**src/rtl/amo_pkg.sv**
```systemverilog
package amo_pkg;

  typedef enum logic [4:0] {
    OP_ADD  = 5'h00,
    OP_SWAP = 5'h01,
    OP_LR   = 5'h02,
    OP_SC   = 5'h03,
    OP_XOR  = 5'h04,
    OP_OR   = 5'h08,
    OP_AND  = 5'h0C,
    OP_MIN  = 5'h10,
    OP_MAX  = 5'h14,
    OP_MINU = 5'h18,
    OP_MAXU = 5'h1C
  } amo_op_e;

  localparam logic [2:0] SZ_WORD  = 3'b010;
  localparam logic [2:0] SZ_DWORD = 3'b011;

  typedef enum logic [1:0] {
    ST_IDLE,
    ST_READ,
    ST_WRITE,
    ST_RESP
  } amo_state_e;

  function automatic logic op_known(input logic [4:0] code);
    return code inside {OP_ADD, OP_SWAP, OP_LR, OP_SC, OP_XOR, OP_OR,
                        OP_AND, OP_MIN, OP_MAX, OP_MINU, OP_MAXU};
  endfunction

endpackage

```
**src/rtl/amo_alu.sv**
```systemverilog
module amo_alu
  import amo_pkg::*;
#(
  parameter int XLEN = 64
) (
  input  logic [4:0]      op_i,
  input  logic            is_word_i,
  input  logic [XLEN-1:0] old_i,
  input  logic [XLEN-1:0] opnd_i,
  output logic [XLEN-1:0] new_o,
  output logic [XLEN-1:0] ret_o
);
  localparam int HALF = XLEN / 2;

  logic [XLEN-1:0] s_old, s_opnd, u_old, u_opnd, res;
  logic            lt_s, lt_u;

  // Operand views: word width narrows to the low half, extended per compare kind
  always_comb begin
    if (is_word_i) begin
      s_old  = {{HALF{old_i[HALF-1]}},  old_i[HALF-1:0]};
      s_opnd = {{HALF{opnd_i[HALF-1]}}, opnd_i[HALF-1:0]};
      u_old  = {{HALF{1'b0}}, old_i[HALF-1:0]};
      u_opnd = {{HALF{1'b0}}, opnd_i[HALF-1:0]};
    end else begin
      s_old  = old_i;
      s_opnd = opnd_i;
      u_old  = old_i;
      u_opnd = opnd_i;
    end
  end

  assign lt_s = $signed(s_old) < $signed(s_opnd);
  assign lt_u = u_old < u_opnd;

  always_comb begin
    case (op_i)
      OP_ADD:  res = old_i + opnd_i;
      OP_SWAP: res = opnd_i;
      OP_XOR:  res = old_i ^ opnd_i;
      OP_OR:   res = old_i | opnd_i;
      OP_AND:  res = old_i & opnd_i;
      OP_MIN:  res = lt_s ? old_i  : opnd_i;
      OP_MAX:  res = lt_s ? opnd_i : old_i;
      OP_MINU: res = lt_u ? old_i  : opnd_i;
      OP_MAXU: res = lt_u ? opnd_i : old_i;
      default: res = old_i;
    endcase
  end

  assign new_o = is_word_i ? {{HALF{1'b0}}, res[HALF-1:0]} : res;
  assign ret_o = s_old;

endmodule

```
**src/rtl/amo_resv.sv**
```systemverilog
module amo_resv #(
  parameter int ADDR_W   = 32,
  parameter int GRAN_LSB = 3
) (
  input  logic              clk,
  input  logic              rst,
  input  logic              set_i,
  input  logic [ADDR_W-1:0] set_addr_i,
  input  logic              chk_i,
  input  logic [ADDR_W-1:0] chk_addr_i,
  output logic              hit_o
);
  localparam int TAG_W = ADDR_W - GRAN_LSB;

  logic [TAG_W-1:0] set_tag, chk_tag, tag_q;
  logic             valid_q;

  generate
    if (GRAN_LSB > 0) begin : g_block
      assign set_tag = set_addr_i[ADDR_W-1:GRAN_LSB];
      assign chk_tag = chk_addr_i[ADDR_W-1:GRAN_LSB];
    end else begin : g_exact
      assign set_tag = set_addr_i;
      assign chk_tag = chk_addr_i;
    end
  endgenerate

  assign hit_o = valid_q && (tag_q == chk_tag);

  always_ff @(posedge clk) begin
    if (rst) begin
      valid_q <= 1'b0;
      tag_q   <= '0;
    end else if (chk_i) begin
      valid_q <= 1'b0;
    end else if (set_i) begin
      valid_q <= 1'b1;
      tag_q   <= set_tag;
    end
  end

  // a checked reservation is gone on the next cycle
  assert_sc_clears_R9: assert property (@(posedge clk) disable iff (rst)
    chk_i |=> !valid_q);

  // a load-reserved leaves a valid reservation on its own block
  assert_lr_sets_R6: assert property (@(posedge clk) disable iff (rst)
    (set_i && !chk_i) |=> (valid_q && tag_q == $past(set_tag)));

endmodule

```
**src/rtl/amo_ctrl.sv**
```systemverilog
module amo_ctrl
  import amo_pkg::*;
#(
  parameter int XLEN   = 64,
  parameter int ADDR_W = 32
) (
  input  logic              clk,
  input  logic              rst,
  input  logic              req_valid_i,
  output logic              req_ready_o,
  input  logic [4:0]        req_op_i,
  input  logic [2:0]        req_width_i,
  input  logic [ADDR_W-1:0] req_addr_i,
  input  logic [XLEN-1:0]   req_opnd_i,
  input  logic              resv_hit_i,
  output logic              resv_set_o,
  output logic [ADDR_W-1:0] resv_set_addr_o,
  output logic              resv_chk_o,
  output logic [4:0]        alu_op_o,
  output logic              alu_word_o,
  output logic [XLEN-1:0]   alu_old_o,
  output logic [XLEN-1:0]   alu_opnd_o,
  input  logic [XLEN-1:0]   alu_new_i,
  input  logic [XLEN-1:0]   alu_ret_i,
  output logic              mem_rd_req_o,
  output logic [ADDR_W-1:0] mem_rd_addr_o,
  output logic              mem_rd_word_o,
  input  logic              mem_rd_ack_i,
  input  logic [XLEN-1:0]   mem_rd_data_i,
  output logic              mem_wr_req_o,
  output logic [ADDR_W-1:0] mem_wr_addr_o,
  output logic              mem_wr_word_o,
  output logic [XLEN-1:0]   mem_wr_data_o,
  input  logic              mem_wr_ack_i,
  output logic              rsp_valid_o,
  output logic [XLEN-1:0]   rsp_data_o,
  output logic              rsp_illegal_o
);
  localparam int HALF = XLEN / 2;

  amo_state_e        state_q;
  logic [4:0]        op_q;
  logic              word_q, ill_q, sc_ok_q;
  logic [ADDR_W-1:0] addr_q;
  logic [XLEN-1:0]   opnd_q, old_q;

  logic accept, dec_word, dec_illegal, is_sc_q, is_lr_q;

  assign req_ready_o = (state_q == ST_IDLE);
  assign accept      = req_valid_i && req_ready_o;
  assign dec_word    = (req_width_i == SZ_WORD);
  assign dec_illegal = !(op_known(req_op_i) &&
                         (req_width_i == SZ_WORD || req_width_i == SZ_DWORD));
  assign is_sc_q     = (op_q == OP_SC);
  assign is_lr_q     = (op_q == OP_LR);

  assign resv_chk_o      = accept && !dec_illegal && (req_op_i == OP_SC);
  assign resv_set_o      = (state_q == ST_READ) && mem_rd_ack_i && is_lr_q;
  assign resv_set_addr_o = addr_q;

  always_ff @(posedge clk) begin
    if (rst) begin
      state_q <= ST_IDLE;
      op_q    <= '0;
      word_q  <= 1'b0;
      ill_q   <= 1'b0;
      sc_ok_q <= 1'b0;
      addr_q  <= '0;
      opnd_q  <= '0;
      old_q   <= '0;
    end else begin
      case (state_q)
        ST_IDLE: if (accept) begin
          op_q    <= req_op_i;
          word_q  <= dec_word;
          ill_q   <= dec_illegal;
          sc_ok_q <= resv_hit_i;
          addr_q  <= req_addr_i;
          opnd_q  <= req_opnd_i;
          if (dec_illegal)              state_q <= ST_RESP;
          else if (req_op_i == OP_SC)   state_q <= resv_hit_i ? ST_WRITE : ST_RESP;
          else                          state_q <= ST_READ;
        end
        ST_READ: if (mem_rd_ack_i) begin
          old_q   <= mem_rd_data_i;
          state_q <= is_lr_q ? ST_RESP : ST_WRITE;
        end
        ST_WRITE: if (mem_wr_ack_i) state_q <= ST_RESP;
        default:  state_q <= ST_IDLE;
      endcase
    end
  end

  assign alu_op_o   = op_q;
  assign alu_word_o = word_q;
  assign alu_old_o  = old_q;
  assign alu_opnd_o = opnd_q;

  assign mem_rd_req_o  = (state_q == ST_READ);
  assign mem_rd_addr_o = addr_q;
  assign mem_rd_word_o = word_q;

  assign mem_wr_req_o  = (state_q == ST_WRITE);
  assign mem_wr_addr_o = addr_q;
  assign mem_wr_word_o = word_q;
  assign mem_wr_data_o = !is_sc_q ? alu_new_i :
                         word_q   ? {{HALF{1'b0}}, opnd_q[HALF-1:0]} : opnd_q;

  assign rsp_valid_o   = (state_q == ST_RESP);
  assign rsp_illegal_o = rsp_valid_o && ill_q;
  always_comb begin
    if (!rsp_valid_o || ill_q) rsp_data_o = '0;
    else if (is_sc_q)          rsp_data_o = {{(XLEN-1){1'b0}}, !sc_ok_q};
    else                       rsp_data_o = alu_ret_i;
  end

  // read request and address held until acknowledged
  assert_rd_hold_R11: assert property (@(posedge clk) disable iff (rst)
    (mem_rd_req_o && !mem_rd_ack_i) |=> (mem_rd_req_o && $stable(mem_rd_addr_o)));

  // write request, address and data held until acknowledged
  assert_wr_hold_R11: assert property (@(posedge clk) disable iff (rst)
    (mem_wr_req_o && !mem_wr_ack_i) |=>
      (mem_wr_req_o && $stable(mem_wr_addr_o) && $stable(mem_wr_data_o)));

  // the two memory channels never both active
  assert_one_channel_R11: assert property (@(posedge clk) disable iff (rst)
    !(mem_rd_req_o && mem_wr_req_o));

  // response is a single-cycle pulse followed by idle
  assert_rsp_pulse_R11: assert property (@(posedge clk) disable iff (rst)
    rsp_valid_o |=> (!rsp_valid_o && req_ready_o));

  // an illegal response follows a cycle with no memory activity
  assert_illegal_quiet_R10: assert property (@(posedge clk) disable iff (rst)
    rsp_illegal_o |-> $past(!mem_rd_req_o && !mem_wr_req_o));

  // a failed store-conditional had no write in front of it
  assert_sc_fail_nowrite_R8: assert property (@(posedge clk) disable iff (rst)
    (rsp_valid_o && !rsp_illegal_o && is_sc_q && rsp_data_o[0]) |-> $past(!mem_wr_req_o));

endmodule

```
**src/rtl/amo_unit.sv**
```systemverilog
module amo_unit
  import amo_pkg::*;
#(
  parameter int XLEN          = 64,
  parameter int ADDR_W        = 32,
  parameter int RESV_GRAN_LSB = 3
) (
  input  logic              clk,
  input  logic              rst,
  input  logic              req_valid,
  output logic              req_ready,
  input  logic [4:0]        req_op,
  input  logic [2:0]        req_width,
  input  logic [ADDR_W-1:0] req_addr,
  input  logic [XLEN-1:0]   req_opnd,
  output logic              mem_rd_req,
  output logic [ADDR_W-1:0] mem_rd_addr,
  output logic              mem_rd_word,
  input  logic              mem_rd_ack,
  input  logic [XLEN-1:0]   mem_rd_data,
  output logic              mem_wr_req,
  output logic [ADDR_W-1:0] mem_wr_addr,
  output logic              mem_wr_word,
  output logic [XLEN-1:0]   mem_wr_data,
  input  logic              mem_wr_ack,
  output logic              rsp_valid,
  output logic [XLEN-1:0]   rsp_data,
  output logic              rsp_illegal
);
  logic              resv_hit, resv_set, resv_chk;
  logic [ADDR_W-1:0] resv_set_addr;
  logic [4:0]        alu_op;
  logic              alu_word;
  logic [XLEN-1:0]   alu_old, alu_opnd, alu_new, alu_ret;

  amo_ctrl #(.XLEN(XLEN), .ADDR_W(ADDR_W)) u_ctrl (
    .clk             (clk),
    .rst             (rst),
    .req_valid_i     (req_valid),
    .req_ready_o     (req_ready),
    .req_op_i        (req_op),
    .req_width_i     (req_width),
    .req_addr_i      (req_addr),
    .req_opnd_i      (req_opnd),
    .resv_hit_i      (resv_hit),
    .resv_set_o      (resv_set),
    .resv_set_addr_o (resv_set_addr),
    .resv_chk_o      (resv_chk),
    .alu_op_o        (alu_op),
    .alu_word_o      (alu_word),
    .alu_old_o       (alu_old),
    .alu_opnd_o      (alu_opnd),
    .alu_new_i       (alu_new),
    .alu_ret_i       (alu_ret),
    .mem_rd_req_o    (mem_rd_req),
    .mem_rd_addr_o   (mem_rd_addr),
    .mem_rd_word_o   (mem_rd_word),
    .mem_rd_ack_i    (mem_rd_ack),
    .mem_rd_data_i   (mem_rd_data),
    .mem_wr_req_o    (mem_wr_req),
    .mem_wr_addr_o   (mem_wr_addr),
    .mem_wr_word_o   (mem_wr_word),
    .mem_wr_data_o   (mem_wr_data),
    .mem_wr_ack_i    (mem_wr_ack),
    .rsp_valid_o     (rsp_valid),
    .rsp_data_o      (rsp_data),
    .rsp_illegal_o   (rsp_illegal)
  );

  amo_alu #(.XLEN(XLEN)) u_alu (
    .op_i      (alu_op),
    .is_word_i (alu_word),
    .old_i     (alu_old),
    .opnd_i    (alu_opnd),
    .new_o     (alu_new),
    .ret_o     (alu_ret)
  );

  amo_resv #(.ADDR_W(ADDR_W), .GRAN_LSB(RESV_GRAN_LSB)) u_resv (
    .clk        (clk),
    .rst        (rst),
    .set_i      (resv_set),
    .set_addr_i (resv_set_addr),
    .chk_i      (resv_chk),
    .chk_addr_i (req_addr),
    .hit_o      (resv_hit)
  );

endmodule

```
**config.mk**
```make
export PLATFORM = sky130hd
export DESIGN_NAME = amo_unit
export DESIGN_NICKNAME = d
export VERILOG_FILES = /design/src/rtl/amo_pkg.sv /design/src/rtl/amo_alu.sv /design/src/rtl/amo_resv.sv /design/src/rtl/amo_ctrl.sv /design/src/rtl/amo_unit.sv
export SDC_FILE = /design/constraint.sdc
export NUM_CORES = 1
export LEC_CHECK = 0
export CAP_MARGIN = 15
export CORE_MARGIN = 8
export CORE_UTILIZATION = 28
export DETAILED_ROUTE_END_ITERATION = 6
export PLACE_DENSITY = 0.46
export SETUP_SLACK_MARGIN = 0.15
export SLEW_MARGIN = 20
export SYNTH_ARGS = -nofsm -noshare
export SYNTH_HDL_FRONTEND = slang
export SYNTH_SLANG_ARGS = --single-unit
```
**constraint.sdc**
```tcl
create_clock -name clk -period 5.43 [get_ports clk]
set_input_delay 1.086 -clock clk [delete_from_list [all_inputs] [get_ports clk]]
set_output_delay 1.086 -clock clk [all_outputs]
set_load 0.02 [all_outputs]
```
==> impl_metrics.csv, run 1 <==
group,metric,value,unit
detailed_routing,dr.first_iter.drc_count,1673,
detailed_routing,detailed_route_via_count,23700,
grt,groute.layer.met1.usage,0.307,
yosys,syn_inst,2894,
floorplanning,dieHeight,282,um
timing,fmax,0.170,GHz
timing,final-max-slew-violation-count,0,
grt,global_route.peak_usage_layer,"met2",
yosys,synth_sequential_area_ratio,0.202,
yosys,simple_gate_fraction_of_synth_area,0.215,
cts,clock-root-buffer,"clkbuf_16",
hold_path,hold_class,"flip-flop to flip-flop",
power_and_ir_drop,power_density,361,nW/um^2
worst_setup_path,crit_path_start_kind,"flip-flop",
timing,final_hold_viol_count,0,
grt,met2_usage,0.429,
yosys,ys_top_cells_by_count,"599 x nand2_1, 453 x a21oi_1, 228 x ha_1",
floorplanning,ioPinCount,372,
detailed_routing,vias_per_cell,5.29,
detailed_routing,wirelength,101,mm
yosys,yosys.area.top_type_share,0.202,
timing,rsz0062_at_grt,"yes",
cts,cts.sink_count,200,
yosys,post_synthesis_compound_gate_area_fraction,0.294,
yosys,post_synth_mux_area_share,0.00328,
floorplanning,die_w,282,um
placed_design,place.gp.congestion,0.949,
yosys,yosys.area_share.xor_xnor,0.0379,
grt,antenna_found_initial,6,
hold_path,hold_path_end,"u_resv.valid_q",
floorplanning,die-area,79700,sq um
yosys,combined_area_of_all_synthesized_cells,19900,sq um
final_layout,fill_cells,7425,
cts,worstSkewPairLatency,510,ps
yosys,synth_enable_flop_cells,0,
timing,holdWs,469,ps
cts,path_clk_slew,90,ps
outcome,outcome,"finished with violations",
detailed_routing,detail_route.first_pass.iterations,7,
floorplanning,std_cell_rows,97,
yosys,yosys.area_share.adder,0.145,
yosys,postSynthRegisterBits,200,
final_layout,n_antenna_cell,0,
hold_path,hold_start,"u_resv.valid_q",
worst_setup_path,ff2ff_setup_slack,2540,ps
floorplanning,initial_util,0.283,
yosys,syn-mean-instance-area,6.86,sq um
grt,global_route.usage.met3,0.0444,
power_and_ir_drop,leakage_power_total,12.2,nW
worst_setup_path,cp.arrival,4790,ps
floorplanning,fp.coreArea,70100,sq um
cts,cts_tree,"done",
yosys,synth.largest_area_cell,"dfxtp_1",
detailed_routing,route.detailed.wl_per_inst,22.6,um
yosys,ys_async_sr_fraction,0,
yosys,synth_cell_type_count,91,
final_layout,drive_gt1_frac,0.213,
outcome,violations,"DRC, setup timing",
timing,setup_viol,64,
detailed_routing,remaining_drc_errors,1,
cts,clock_path_buffers,2,
power_and_ir_drop,total_power,0.0105,W
final_layout,final_net_count,3928,
final_layout,fin_area,29000,sq um
grt,grt_pass1_wl,151,mm
worst_setup_path,reg2reg_from,"u_ctrl.state_q[0]",
grt,remaining_global_route_overflow,0,
timing,setup_ws,-450,ps
worst_setup_path,crit_fanout,7,
cts,clock_tree.htree_level_count,4,
worst_setup_path,worstPathRequired,4340,ps
yosys,synth.area.top_cells,"dfxtp_1 20%, ha_1 14%, a21oi_1 11%",
placed_design,place_area,27000,sq um
yosys,ys.flop_type,"dfxtp_1",
placed_design,dp_hpwl,77.6,mm
timing,timing.max_slew.rel_slack,0.299,
yosys,synth_fp_nets,3296,
grt,grt_start_max_net_pins,132,
worst_setup_path,crit_type,"flip-flop to primary output",
final_layout,area_growth,46.2,%
power_and_ir_drop,max-vdd-ir-drop,0.194,mV
worst_setup_path,timing.reg2reg.worst_path_depth,8,
hold_path,hold_depth,2,
worst_setup_path,setup.worst_path.end_class,"primary output",
timing,finalCritPeriodShare,1.08,
timing,final.min_clock_period,5880,ps
grt,vias_in_the_first_global_route,24200,
cts,cts_buffers,17,
timing,clock-skew-final,12.8,ps
yosys,yosys_warnings,0,
detailed_routing,antenna_left,0,
worst_setup_path,worst_r2r_endpoint,"u_resv.tag_q[11]",
yosys,largest_family_of_logic_cells_by_synthesized_area,"compound AO/OA/AOI/OAI gates",
cts,ctsHoldBuffers,0,
placed_design,io_buffers,371,
timing,transition_time_at_the_pin_with_the_least_slew_margin,1050,ps
flow_run,max_cap_violations,0,
grt,grtUsageTotal,0.245,
yosys,synth.most_common_cell,"nand2_1",
placed_design,worst_slack_placed,-475,ps
where the power goes:
part | leakage (nW) | switching, W | internal, W
Sequential | 1.63 | 0.000192 | 0.00167
Clock | 0.292 | 0.000715 | 0.000655
Combinational | 10.3 | 0.00417 | 0.00309
Total | 12.2 | 0.00507 | 0.00541
worst max-delay path by stage:
stage                                 start               to  depth (start not counted)
after CTS                 u_ctrl.alu_word_o  mem_wr_data[43]                         24
after global routing      u_ctrl.alu_word_o  mem_wr_data[22]                         23
after global placement    u_ctrl.alu_word_o  mem_wr_data[27]                         18
after floorplan           u_ctrl.alu_word_o  mem_wr_data[48]                         17
after detailed placement  u_ctrl.alu_word_o  mem_wr_data[27]                         21
final                     u_ctrl.alu_word_o  mem_wr_data[22]                         23
final cells by class:
class,instances,area (sq um),area share
multi-input cells,2252,14700,0.507
repair buffers,854,7780,0.268
flip-flops and latches,200,4010,0.138
well taps,940,1180,0.0405
inverters,201,762,0.0262
clock buffers,18,429,0.0148
clock inverters,14,156,0.00538
flip-flops by register name, indices dropped and copies added, names as in the netlist:
| signal | flops |
|---|---|
| u_ctrl.alu_opnd_o | 64 |
| u_resv.valid_q | 1 |
| u_ctrl.mem_rd_addr_o | 32 |
| u_ctrl.ill_q | 1 |
| u_resv.tag_q | 29 |
| u_ctrl.sc_ok_q | 1 |
| u_ctrl.state_q | 2 |
| u_ctrl.alu_op_o | 5 |
| u_ctrl.alu_word_o | 1 |
| u_ctrl.alu_old_o | 64 |
placed cells by master (no fill, tap or decap), drive strengths merged, types with 43 or more instances in the layout:
cell and instances:
nand2 600, buf 545, a21oi 455, clkdlybuf4s50 306, ha 228, inv 209, dfxtp 200, nor2 177
o21ai 129, a221oi 55, xnor2 43, xor2 43
metal layers:
metal  vias up  share of wire
met4         8          0.024
li1      11300              -
met3       131          0.055
met5         -        0.00053
met2       711           0.49
met1     11500           0.43
timing repair:
| item | in CTS | in global routing |
|---|---|---|
| setup buffers | 30 | 11 |
| pin swaps | 79 | 41 |
| endpoints found under the setup margin | 64 | 64 |
| gates cloned | 5 | 0 |
| gates resized for setup | 439 | 31 |
stage by stage:
step	setup TNS [ps]	cells	utilization
floorplan	0	2894	-
global placement	-13860	4401	0.385
detailed placement	-17270	4401	0.385
CTS	-9140	4468	0.411
global route	-27920	4479	0.414
finish	-17990	4479	0.414
worst max-delay path, cell delays in order (launching register included):
cell     delay [ps]
dfxtp_4         390
inv_8            60
buf_6           130
buf_12          130
nand2_2          60
buf_4           110
inv_1            60
ha_4            260
nand4_1         110
or3_4           440
nor4_4          340
buf_4           210
o31a_1          200
o31ai_2          90
a21oi_2         220
mux2i_4         310
buf_12          140
buf_4           130
buf_12          130
buf_6           110
a221o_1         210
o22ai_2          90
nor2_2          180
buf_6           140
cell families after synthesis:
kind of cell             Yosys count
buffers and inverters            442
multiplexers                       6
XOR/XNOR                          86
AND/OR/NAND/NOR                  991
adder cells (fa/ha/maj)          230
flip-flops                       200
AO/OA/AOI/OAI                    939
(Power assumes the default switching activity.)
==> inputs of run 2 (changes only) <==
--- a/config.mk
+++ b/config.mk
@@ -10,6 +10,7 @@
 export CORE_UTILIZATION = 28
 export DETAILED_ROUTE_END_ITERATION = 6
 export PLACE_DENSITY = 0.46
+export RECOVER_POWER = 50
 export SETUP_SLACK_MARGIN = 0.15
 export SLEW_MARGIN = 20
 export SYNTH_ARGS = -nofsm -noshare
==> run 2 against run 1 <==
The flow finishes with violations (capacitance limit, slew limit, setup timing). Flip-flop and latch count did not move. Worst hold slack barely moved. Power fell by 0.31%. Sequential power barely moved. Clock-buffer cell count did not move. Clock skew barely moved. Global-route usage did not move. Maximum frequency barely moved. Non-clock buffer count did not move. Largest cell class unchanged. Largest power group unchanged. Highest routed layer unchanged.
==> impl_metrics.csv, run 2 (same netlist as run 1, synthesis figures left out) <==
group,metric,value,unit
timing,clock-skew-final,12.4,ps
outcome,violations,"capacitance limit, slew limit, setup timing",
timing,timing.max_slew.rel_slack,-1.04,
placed_design,dp.cells,4401,
cts,worstSkewPairLatency,510,ps
worst_setup_path,crit_fanout,7,
power_and_ir_drop,max-vdd-ir-drop,0.195,mV
detailed_routing,antenna_left,0,
cts,path_clk_slew,90,ps
timing,transition_time_at_the_pin_with_the_least_slew_margin,3060,ps
timing,fin_setup_tns,-17970,ps
detailed_routing,wirelength,101,mm
detailed_routing,dr.first_iter.drc_count,1641,
detailed_routing,route.detailed.wl_per_inst,22.5,um
floorplanning,std_cell_rows,97,
placed_design,worst_slack_placed,-475,ps
placed_design,dp_hpwl,77.6,mm
cts,cts.sink_count,200,
timing,setup_ws,-454,ps
grt,remaining_global_route_overflow,0,
timing,setup_viol,64,
timing,final_hold_viol_count,0,
cts,clock_tree.htree_level_count,4,
timing,final.min_clock_period,5880,ps
timing,fmax,0.170,GHz
flow_run,max_cap_violations,3,
cts,clock-root-buffer,"clkbuf_16",
final_layout,drive_gt1_frac,0.212,
grt,grt_pass1_wl,151,mm
timing,rsz0062_at_grt,"yes",
worst_setup_path,crit_path_start_kind,"flip-flop",
final_layout,area_growth,46.2,%
placed_design,io_buffers,371,
worst_setup_path,setup.worst_path.end_class,"primary output",
worst_setup_path,cp.arrival,4800,ps
worst_setup_path,worstPathRequired,4340,ps
timing,holdWs,469,ps
grt,antenna_found_initial,8,
power_and_ir_drop,leakage_power_total,12.4,nW
floorplanning,initial_util,0.283,
cts,ctsHoldBuffers,0,
detailed_routing,detailed_route_via_count,23700,
grt,vias_in_the_first_global_route,24200,
final_layout,final_common_cell,"nand2_1",
cts,clock_path_buffers,2,
final_layout,mostFrequentLayoutCells,"585 x nand2_1, 456 x buf_4, 441 x a21oi_1",
floorplanning,ioPinCount,372,
detailed_routing,vias_per_cell,5.30,
floorplanning,dieHeight,282,um
timing,final-max-slew-violation-count,208,
power_and_ir_drop,total_power,0.0105,W
placed_design,place.gp.congestion,0.949,
floorplanning,die-area,79700,sq um
floorplanning,fp.coreArea,70100,sq um
cts,cts_tree,"done",
final_layout,layoutNonFillerInstCount,4481,
hold_path,hold_class,"flip-flop to flip-flop",
power_and_ir_drop,power_density,360,nW/um^2
detailed_routing,remaining_drc_errors,0,
floorplanning,die_w,282,um
outcome,outcome,"finished with violations",
worst_setup_path,crit_type,"flip-flop to primary output",
cts,cts_buffers,17,
final_layout,final_net_count,3928,
grt,grt_start_max_net_pins,132,
detailed_routing,detail_route.first_pass.iterations,5,
timing,finalCritPeriodShare,1.08,
grt,grtUsageTotal,0.245,
run 2: cell types whose count changed in the layout (fill, tap and decap cells not counted), sizes merged:
cell / change
clkdlybuf4s50: -67
dlygate4sd3: +67
diode: +2
buf: -1
clkbuf: +1
run 2: repair_timing:
item                                    4_1_cts  5_1_grt
endpoints found under the setup margin       64       64
hold endpoints to repair                      0        0
gates cloned                                  5        0
pin swaps                                    79       41
gates resized for setup                     439       31
setup buffers                                30       11
run 2: layer usage:
layer,vias to the layer above,track usage,share of wire
li1,11300,-,-
met1,11500,0.307,0.42
met2,757,0.429,0.49
met3,132,0.0444,0.057
met4,10,0.0668,0.025
met5,-,0,0.00075
run 2: final cells by class:
class / instances / area [sq um]
diodes: 2 / 5.00
clock buffers: 18 / 429
clock inverters: 14 / 156
fillers: 7427 / 41100
inverters: 201 / 762
multi-input cells: 2252 / 14700
flip-flops and latches: 200 / 4010
well taps: 940 / 1180
repair buffers: 854 / 7770
run 2: final timing paths:
path / from / end / slack (ps) / cells past startpoint
setup / recovery: u_ctrl.alu_word_o / mem_wr_data[22] / -450 / 23
hold / removal: u_resv.valid_q / u_resv.valid_q / 470 / 2
hold reg to reg: u_resv.valid_q / u_resv.valid_q / 470 / 2
setup reg to reg: u_ctrl.state_q[0] / u_resv.tag_q[11] / 920 / 8
run 2: report_power, final:
part / leakage [nW] / switching, W / total (W) / internal (W)
Sequential: 1.63 / 0.000188 / 0.00186 / 0.00167
Clock: 0.292 / 0.000719 / 0.00137 / 0.000655
Combinational: 10.5 / 0.00416 / 0.00723 / 0.00307
run 2: through the flow:
stage / utilization / cell area (sq um)
floorplan: - / 20000
global placement: 0.385 / 27000
detailed placement: 0.385 / 27000
CTS: 0.411 / 28800
global route: 0.414 / 29000
finish: 0.414 / 29000
run 2: critical path: stages, from the launching register on:
cell and delay [ps]:
dfxtp_4 390, inv_8 60, buf_6 130, buf_12 130, nand2_2 60, buf_4 110
inv_1 60, ha_4 270, nand4_1 110, or3_4 430, nor4_4 340, buf_4 210
o31a_1 200, o31ai_2 90, a21oi_2 210, mux2i_4 310, buf_12 140, buf_4 130
buf_12 130, buf_6 110, a221o_1 220, o22ai_2 90, nor2_2 190, buf_6 140
